`config.mk`:
```
export PLATFORM = sky130hd
export DESIGN_NAME = uart_brk_rx
export DESIGN_NICKNAME = d
export VERILOG_FILES = /design/src/rtl/uart_brk_pkg.sv /design/src/rtl/uart_brk_sync.sv /design/src/rtl/uart_brk_lowcnt.sv /design/src/rtl/uart_brk_frame.sv /design/src/rtl/uart_brk_status.sv /design/src/rtl/uart_brk_rx.sv
export SDC_FILE = /design/constraint.sdc
export NUM_CORES = 1
export LEC_CHECK = 0
export CORE_MARGIN = 2
export CORE_UTILIZATION = 30
export CTS_CLUSTER_DIAMETER = 200
export DETAILED_ROUTE_END_ITERATION = 8
export GPL_ROUTABILITY_DRIVEN = 0
export SKIP_LAST_GASP = 1
export SLEW_MARGIN = 20
export SYNTH_ARGS = -nofsm -noshare
export SYNTH_HDL_FRONTEND = slang
export SYNTH_SLANG_ARGS = --single-unit
export TNS_END_PERCENT = 5
```
`constraint.sdc`:
```
create_clock -name clk -period 1.12 [get_ports clk]
set_input_delay 0.168 -clock clk [delete_from_list [all_inputs] [get_ports clk]]
set_output_delay 0.168 -clock clk [all_outputs]
set_load 0.1 [all_outputs]
```
`src/rtl/uart_brk_pkg.sv`:
```
package uart_brk_pkg;
  typedef enum logic [2:0] {
    ST_IDLE,
    ST_START,
    ST_DATA,
    ST_STOP,
    ST_BRKWAIT
  } rx_state_t;
endpackage

```
`src/rtl/uart_brk_sync.sv`:
```
module uart_brk_sync #(
  parameter int  STAGES  = 2,
  parameter logic RST_VAL = 1'b1
) (
  input  logic clk,
  input  logic rst_n,
  input  logic d,
  output logic q
);
  logic [STAGES-1:0] sh_q;
  logic [STAGES-1:0] sh_d;

  always_comb sh_d = {sh_q[STAGES-2:0], d};

  always_ff @(posedge clk or negedge rst_n) begin
    if (!rst_n) sh_q <= {STAGES{RST_VAL}};
    else        sh_q <= sh_d;
  end

  assign q = sh_q[STAGES-1];
endmodule

```
`src/rtl/uart_brk_lowcnt.sv`:
```
module uart_brk_lowcnt #(
  parameter int OVS      = 16,
  parameter int BRK_BITS = 11
) (
  input  logic clk,
  input  logic rst_n,
  input  logic tick,
  input  logic rx_s,
  output logic brk_now
);
  localparam int LIMIT = OVS * BRK_BITS;
  localparam int CW    = $clog2(LIMIT + 1);

  logic [CW-1:0] cnt_q, cnt_d;

  always_comb begin
    cnt_d   = cnt_q;
    brk_now = 1'b0;
    if (tick) begin
      if (rx_s) begin
        cnt_d = '0;
      end else begin
        if (cnt_q == CW'(LIMIT - 1)) brk_now = 1'b1;
        if (cnt_q < CW'(LIMIT))      cnt_d   = cnt_q + 1'b1;
      end
    end
  end

  always_ff @(posedge clk or negedge rst_n) begin
    if (!rst_n) cnt_q <= '0;
    else        cnt_q <= cnt_d;
  end

  // one declaration per low run
  a_r6_single_declare: assert property (@(posedge clk) disable iff (!rst_n)
    brk_now |=> !brk_now);
  a_r6_count_bound: assert property (@(posedge clk) disable iff (!rst_n)
    cnt_q <= CW'(LIMIT));
endmodule

```
`src/rtl/uart_brk_frame.sv`:
```
module uart_brk_frame
  import uart_brk_pkg::*;
#(
  parameter int OVS    = 16,
  parameter int DATA_W = 8
) (
  input  logic              clk,
  input  logic              rst_n,
  input  logic              tick,
  input  logic              rx_s,
  input  logic              nine_bit,
  input  logic              brk_now,
  output logic              stop_bad,
  output logic              valid_q,
  output logic [DATA_W:0]   data_q
);
  localparam int NW  = DATA_W + 1;
  localparam int PW  = $clog2(OVS);
  localparam int IW  = $clog2(NW + 1);
  localparam int MID = OVS / 2;

  rx_state_t       state_q, state_d;
  logic [PW-1:0]   ph_q, ph_d;
  logic [IW-1:0]   idx_q, idx_d;
  logic [1:0]      v_q, v_d;
  logic [NW-1:0]   data_d;
  logic            valid_d;
  logic            maj;
  logic [IW-1:0]   last_idx;

  assign maj      = (v_q[0] & v_q[1]) | (v_q[0] & rx_s) | (v_q[1] & rx_s);
  assign last_idx = nine_bit ? IW'(NW - 1) : IW'(NW - 2);

  always_comb begin
    state_d  = state_q;
    ph_d     = ph_q;
    idx_d    = idx_q;
    v_d      = v_q;
    data_d   = data_q;
    valid_d  = 1'b0;
    stop_bad = 1'b0;
    if (tick) begin
      if (state_q == ST_DATA || state_q == ST_STOP) begin
        if (ph_q == PW'(MID - 1)) v_d[0] = rx_s;
        if (ph_q == PW'(MID))     v_d[1] = rx_s;
      end
      if (brk_now) begin
        state_d = ST_BRKWAIT;
      end else begin
        unique case (state_q)
          ST_IDLE: if (!rx_s) begin
            state_d = ST_START;
            ph_d    = PW'(1);
            data_d  = '0;
          end
          ST_START: begin
            if (ph_q == PW'(MID) && rx_s) begin
              state_d = ST_IDLE;
            end else if (ph_q == PW'(OVS - 1)) begin
              state_d = ST_DATA;
              ph_d    = '0;
              idx_d   = '0;
            end else begin
              ph_d = ph_q + 1'b1;
            end
          end
          ST_DATA: begin
            if (ph_q == PW'(MID + 1)) data_d[idx_q] = maj;
            if (ph_q == PW'(OVS - 1)) begin
              ph_d = '0;
              if (idx_q == last_idx) state_d = ST_STOP;
              else                   idx_d   = idx_q + 1'b1;
            end else begin
              ph_d = ph_q + 1'b1;
            end
          end
          ST_STOP: begin
            if (ph_q == PW'(MID + 1)) begin
              valid_d  = 1'b1;
              stop_bad = ~maj;
              state_d  = ST_IDLE;
            end else begin
              ph_d = ph_q + 1'b1;
            end
          end
          ST_BRKWAIT: if (rx_s) state_d = ST_IDLE;
          default: state_d = ST_IDLE;
        endcase
      end
    end
  end

  always_ff @(posedge clk or negedge rst_n) begin
    if (!rst_n) begin
      state_q <= ST_IDLE;
      ph_q    <= '0;
      idx_q   <= '0;
      v_q     <= '0;
      data_q  <= '0;
      valid_q <= 1'b0;
    end else begin
      state_q <= state_d;
      ph_q    <= ph_d;
      idx_q   <= idx_d;
      v_q     <= v_d;
      data_q  <= data_d;
      valid_q <= valid_d;
    end
  end

  a_r12_hold_without_tick: assert property (@(posedge clk) disable iff (!rst_n)
    !tick |=> $stable(state_q) && $stable(ph_q));
  a_r8_parked_while_low: assert property (@(posedge clk) disable iff (!rst_n)
    (state_q == ST_BRKWAIT && !rx_s) |=> state_q == ST_BRKWAIT);
  a_r4_valid_one_cycle: assert property (@(posedge clk) disable iff (!rst_n)
    valid_q |=> !valid_q);
  a_r2_false_start: assert property (@(posedge clk) disable iff (!rst_n)
    (state_q == ST_START && tick && rx_s && ph_q == PW'(MID) && !brk_now)
      |=> state_q == ST_IDLE && !valid_q);
  a_r3_index_range: assert property (@(posedge clk) disable iff (!rst_n)
    idx_q <= IW'(NW - 1));
endmodule

```
`src/rtl/uart_brk_status.sv`:
```
module uart_brk_status (
  input  logic clk,
  input  logic rst_n,
  input  logic brk_now,
  input  logic stop_bad,
  input  logic clr_fe,
  input  logic clr_brk,
  input  logic brk_rst_en,
  input  logic fe_on_ctl,
  input  logic mode_wr,
  input  logic mode_wd,
  output logic fe_flag,
  output logic brk_flag,
  output logic rst_req,
  output logic ctl_b7
);
  logic fe_q, fe_d, brk_q, brk_d, req_q, req_d, sm_q, sm_d;

  always_comb begin
    fe_d  = (brk_now | stop_bad) ? 1'b1 : (clr_fe ? 1'b0 : fe_q);
    brk_d = brk_now ? 1'b1 : (clr_brk ? 1'b0 : brk_q);
    req_d = brk_now & brk_rst_en;
    sm_d  = mode_wr ? mode_wd : sm_q;
  end

  always_ff @(posedge clk or negedge rst_n) begin
    if (!rst_n) begin
      fe_q  <= 1'b0;
      brk_q <= 1'b0;
      req_q <= 1'b0;
      sm_q  <= 1'b0;
    end else begin
      fe_q  <= fe_d;
      brk_q <= brk_d;
      req_q <= req_d;
      sm_q  <= sm_d;
    end
  end

  assign fe_flag  = fe_q;
  assign brk_flag = brk_q;
  assign rst_req  = req_q;
  assign ctl_b7   = fe_on_ctl ? fe_q : sm_q;

  a_r11_fe_sticky: assert property (@(posedge clk) disable iff (!rst_n)
    (fe_q && !clr_fe) |=> fe_q);
  a_r11_brk_sticky: assert property (@(posedge clk) disable iff (!rst_n)
    (brk_q && !clr_brk) |=> brk_q);
  a_r10_req_one_cycle: assert property (@(posedge clk) disable iff (!rst_n)
    req_q |=> !req_q);
  a_r10_req_with_flag: assert property (@(posedge clk) disable iff (!rst_n)
    req_q |-> brk_q);
  a_r7_break_sets_fe: assert property (@(posedge clk) disable iff (!rst_n)
    $rose(brk_q) |-> fe_q);
endmodule

```
`src/rtl/uart_brk_rx.sv`:
```
module uart_brk_rx #(
  parameter int OVS      = 16,
  parameter int DATA_W   = 8,
  parameter int BRK_BITS = 11
) (
  input  logic              clk,
  input  logic              rst_n,
  input  logic              os_tick,
  input  logic              rxd,
  input  logic              nine_bit,
  input  logic              fe_on_ctl,
  input  logic              mode_wr,
  input  logic              mode_wd,
  input  logic              brk_rst_en,
  input  logic              clr_fe,
  input  logic              clr_brk,
  output logic [DATA_W:0]   rx_data,
  output logic              rx_valid,
  output logic              fe_flag,
  output logic              brk_flag,
  output logic              ctl_b7,
  output logic              rst_req
);
  logic [1:0] rq_q;
  logic       rst_int_n;
  logic       rx_s;
  logic       brk_now;
  logic       stop_bad;

  always_ff @(posedge clk or negedge rst_n) begin
    if (!rst_n) rq_q <= 2'b00;
    else        rq_q <= {rq_q[0], 1'b1};
  end
  assign rst_int_n = rq_q[1];

  uart_brk_sync #(.STAGES(2), .RST_VAL(1'b1)) u_sync (
    .clk(clk), .rst_n(rst_int_n), .d(rxd), .q(rx_s)
  );

  uart_brk_lowcnt #(.OVS(OVS), .BRK_BITS(BRK_BITS)) u_lowcnt (
    .clk(clk), .rst_n(rst_int_n), .tick(os_tick), .rx_s(rx_s), .brk_now(brk_now)
  );

  uart_brk_frame #(.OVS(OVS), .DATA_W(DATA_W)) u_frame (
    .clk(clk), .rst_n(rst_int_n), .tick(os_tick), .rx_s(rx_s),
    .nine_bit(nine_bit), .brk_now(brk_now), .stop_bad(stop_bad),
    .valid_q(rx_valid), .data_q(rx_data)
  );

  uart_brk_status u_status (
    .clk(clk), .rst_n(rst_int_n), .brk_now(brk_now), .stop_bad(stop_bad),
    .clr_fe(clr_fe), .clr_brk(clr_brk), .brk_rst_en(brk_rst_en),
    .fe_on_ctl(fe_on_ctl), .mode_wr(mode_wr), .mode_wd(mode_wd),
    .fe_flag(fe_flag), .brk_flag(brk_flag), .rst_req(rst_req), .ctl_b7(ctl_b7)
  );

  a_r1_quiet_in_reset: assert property (@(posedge clk)
    !rst_int_n |-> !rx_valid && !fe_flag && !brk_flag && !rst_req);
endmodule

```
==> impl_table.tex <==
\begin{tabular}{lr}
\hline
Metric & Value \\
\hline
\multicolumn{2}{l}{\textbf{Outcome}} \\
Run status & finished, violations left \\
Failing checks & negative setup slack \\
\multicolumn{2}{l}{\textbf{Logic synthesis}} \\
Number of warnings reported in the yosys synthesis log & 0 \\
Syn Nets & approximately 240 \\
Sequential fraction of the synthesis area & 43.1\% \\
Async SR Flop Fraction & 100\% \\
Cell count after synthesis & roughly 220 \\
Count of unique library cells instantiated by Yosys & 62 \\
Complex-gate fraction of the synthesized area & 21.5\% \\
Mapped Area & 0.00227 mm2 \\
Most used flip-flop cell after synthesis & sky130\_fd\_sc\_hd\_\_dfrtp\_1 \\
Share of synthesized area spent on multiplexers & 3.97\% \\
Post-synthesis share of cell area spent on full adders, half adders and majority gates & 5.30\% \\
Number of flops mapped to enable cells by yosys & 0 \\
Xor and xnor area share after synthesis & under 10\% \\
Mean instance size in the synthesized netlist & between 10 and 15 um2 \\
Post-synthesis simple-gate area fraction & between 10\% and 20\% \\
Number of synthesized register bits & 39 \\
Largest family of logic cells by synthesized area & compound AO/OA/AOI/OAI gates \\
\multicolumn{2}{l}{\textbf{Setup path}} \\
Cell-by-cell trace of the critical path & inv\_2 > ha\_4 > nand3b\_4 > a2111oi\_4 > nor3\_2 > mux2\_4 \\
Buf+Inv Stages, Crit Path & 1 \\
Kind of critical path & flip-flop to flip-flop \\
WP data arrival & 1930 ps \\
Biggest fanout along the worst timing path & 3 \\
Element type at the critical path start & flip-flop \\
Kind of end point of the critical path & flip-flop \\
Largest stage delay on the critical path & 430 ps \\
Worst endpoint required time & about 1300 ps \\
Critical Path Slowest Stage Cell & sky130\_fd\_sc\_hd\_\_a2111oi\_4 \\
Top delay family on crit path & compound AO/OA/AOI/OAI gates \\
\multicolumn{2}{l}{\textbf{Timing}} \\
Unrepaired setup endpoints after global routing & true \\
Worst Skew & 7.04 ps \\
Post-route setup TNS & -15440 ps \\
Final Setup Violations & 35 \\
Fin crit period & between 1500 and 2000 ps \\
Maximum clock frequency & 570 MHz \\
Final-layout worst hold slack & 33.9 ps \\
Share of the clock period used by the worst path after layout & 157\% \\
Final worst setup slack & -636 ps \\
Slew Limit Fails & 0 \\
Final-report hold violation count & 0 \\
\multicolumn{2}{l}{\textbf{GRT}} \\
Total global-route track usage & about 14\% \\
Wire length of the first global-routing pass & 9520 um \\
Via count of the first global-routing pass & $\sim$2.0k \\
Antenna violations before repair & 0 \\
Remaining global-route overflow & 0 \\
Pin count of the biggest net entering global routing & 22 \\
\multicolumn{2}{l}{\textbf{Cells and area}} \\
Most frequent cells in the layout & sky130\_fd\_sc\_hd\_\_buf\_4 (69), sky130\_fd\_sc\_hd\_\_dfrtp\_1 (35), sky130\_fd\_sc\_hd\_\_buf\_12 (16) \\
Diode insertion count for antenna repair & 0 \\
Count of filler cells inserted in the layout & between 700 and 800 \\
NumNets Final & 331 \\
Area added between synthesis and finish & 50.4\% \\
Most common cell after layout, fill and taps aside & sky130\_fd\_sc\_hd\_\_buf\_4 \\
Share of post-route cells with drive strength above 1 & 40.3\% \\
\multicolumn{2}{l}{\textbf{Route}} \\
Initial drt markers & 82 \\
Routed via count divided by cell count & 4.94 \\
Initial DRT Pass Iterations & 4 \\
ANT nets after route & 0 \\
DR vias & 2034 \\
Avg WL per Cell & around 13 um \\
Final routed wirelength across all metal layers & around 5500 um \\
DRC viols & 0 \\
\multicolumn{2}{l}{\textbf{Placed design}} \\
HPWL after DPL & 4180 um \\
I/O Buffers & 24 \\
\multicolumn{2}{l}{\textbf{Pwr}} \\
Power, Total & about 5.3 mW \\
Leakage power figure & approximately 1.5 nW \\
IR Drop Worst-Case VDD & 0.672 mV \\
Areal power density over the cells & 1560 mW/mm2 \\
\multicolumn{2}{l}{\textbf{Clocking}} \\
Latest clock arrival within the worst-skew pair & 290 ps \\
Maximum buffer depth of the clock tree & 2 \\
Num CTS Buffers & 5 \\
Hold-fix buffers at CTS & 0 \\
TritonCTS sink count & 39 \\
Clock transition at the registers of the reported paths & 70 ps \\
Htree depth & 2 \\
CTS tree & done \\
CTS Root Buffer Type & sky130\_fd\_sc\_hd\_\_clkbuf\_8 \\
\multicolumn{2}{l}{\textbf{Flow run}} \\
Number of maximum-capacitance violations & 0 \\
\multicolumn{2}{l}{\textbf{Floorplan}} \\
I/O pin count & 25 \\
Die Footprint & 0.00827 mm2 \\
Starting Density & a little under a third \\
Core area & 0.00729 mm2 \\
Number of standard-cell rows in the floorplan & 31 \\
Vert. Die Dim & 91.0 um \\
Die Width & 91.0 um \\
\multicolumn{2}{l}{\textbf{Worst hold path}} \\
Type of the tightest min-delay check & input pin to asynchronous set/reset pin \\
\hline
\end{tabular}
[routing by layer]
layer	wire (um)	vias to the layer above	track usage (%)
met3	304	2	3.07
met2	2460	41	21.1
li1	-	1001	-
met1	2700	990	20.3
met4	26	0	3.03
met5	0	-	0
[sequential cells by signal, summed over array words and instances, names as in the netlist]
| signal | flops |
|---|---|
| u_frame.data_q | 9 |
| u_status.rst_req | 1 |
| u_status.brk_flag | 1 |
| u_frame.valid_q | 1 |
| u_frame.state_q | 3 |
| u_status.fe_flag | 1 |
| u_frame.v_q | 2 |
| u_frame.ph_q | 4 |
| rq_q | 2 |
| u_status.sm_q | 1 |
| u_sync.sh_q | 2 |
| u_lowcnt.cnt_q | 8 |
| u_frame.idx_q | 4 |
[timing repair]
item,CTS,global route
cloned,1,0
pin swaps,2,2
resized for setup,5,4
setup endpoints to repair,35,36
setup buffers,1,0
hold endpoints to repair,0,0
[synth_stat cells, types with 5 or more instances]
master / instances / area share (%)
sky130_fd_sc_hd__nand2_1: 11 / 1.8
sky130_fd_sc_hd__and3_1: 5 / 1.4
sky130_fd_sc_hd__a22o_1: 6 / 2.3
sky130_fd_sc_hd__nand3_1: 6 / 1.3
sky130_fd_sc_hd__nor2_1: 10 / 1.7
sky130_fd_sc_hd__a21oi_1: 15 / 3.3
sky130_fd_sc_hd__o21ai_1: 6 / 1.3
sky130_fd_sc_hd__ha_1: 8 / 4.4
sky130_fd_sc_hd__inv_1: 14 / 2.3
sky130_fd_sc_hd__o21ai_0: 6 / 1.3
sky130_fd_sc_hd__dfrtp_1: 37 / 41
sky130_fd_sc_hd__o31ai_1: 8 / 2.6
sky130_fd_sc_hd__or3_1: 6 / 1.7
[logic make-up after synthesis]
| group | count (synthesis) |
|---|---|
| other | 1 |
| AND/OR/NAND/NOR | 69 |
| XOR/XNOR | 4 |
| adder cells (fa/ha/maj) | 10 |
| buffers and inverters | 23 |
| multiplexers | 8 |
| flip-flops | 39 |
| AO/OA/AOI/OAI | 64 |
[final cells by class]
| class | instances | area [um2] | share of cell area, % |
|---|---|---|---|
| multi-input combinational | 157 | 1230 | 36.2 |
| sequential | 39 | 981 | 28.7 |
| tap | 99 | 124 | 3.63 |
| timing repair buffer | 95 | 938 | 27.5 |
| inverter | 14 | 52.6 | 1.54 |
| clock inverter | 1 | 5.00 | 0.147 |
| clock buffer | 7 | 76.3 | 2.24 |
[where the power goes]
| group | internal (mW) | total, mW | switching [mW] | leakage, nW |
|---|---|---|---|---|
| sequential | 1.62 | 1.89 | 0.262 | 0.507 |
| clock | 0.438 | 0.933 | 0.495 | 0.0422 |
| combinational | 1.37 | 2.52 | 1.15 | 0.995 |
| total | 3.43 | 5.34 | 1.90 | 1.54 |
[per-stage QoR]
step	util [%]	cells	area (um2)	setup WS, ps
2_1_floorplan	-	218	2280	-512
3_3_place_gp	44.8	402	3270	-762
3_5_place_dp	44.8	402	3270	-781
4_1_cts	46.5	412	3390	-611
5_1_grt	46.8	412	3410	-701
6_report	46.8	412	3410	-636
[final timing paths]
check | start | to | slack (ps) | cells after the start
worst min-delay path | rst_n | rq_q[0]$_DFF_PN0_ | 30 | 1
min in group clk | rxd | u_sync.sh_q[0]$_DFF_PN1_ | 280 | 1
worst max-delay path | u_frame.ph_q[1]$_DFFE_PN0P_ | u_frame.ph_q[0]$_DFFE_PN0P_ | -640 | 6
worst min register to register | rq_q[1]$_DFF_PN0_ | u_frame.state_q[0]$_DFFE_PN0P_ | 210 | 1
worst max register to register | u_frame.ph_q[1]$_DFFE_PN0P_ | u_frame.ph_q[0]$_DFFE_PN0P_ | -640 | 6
max in group asynchronous | rq_q[1]$_DFF_PN0_ | u_sync.sh_q[1]$_DFF_PN1_ | 590 | 1
Note: power is estimated with default switching activity, not from simulation.
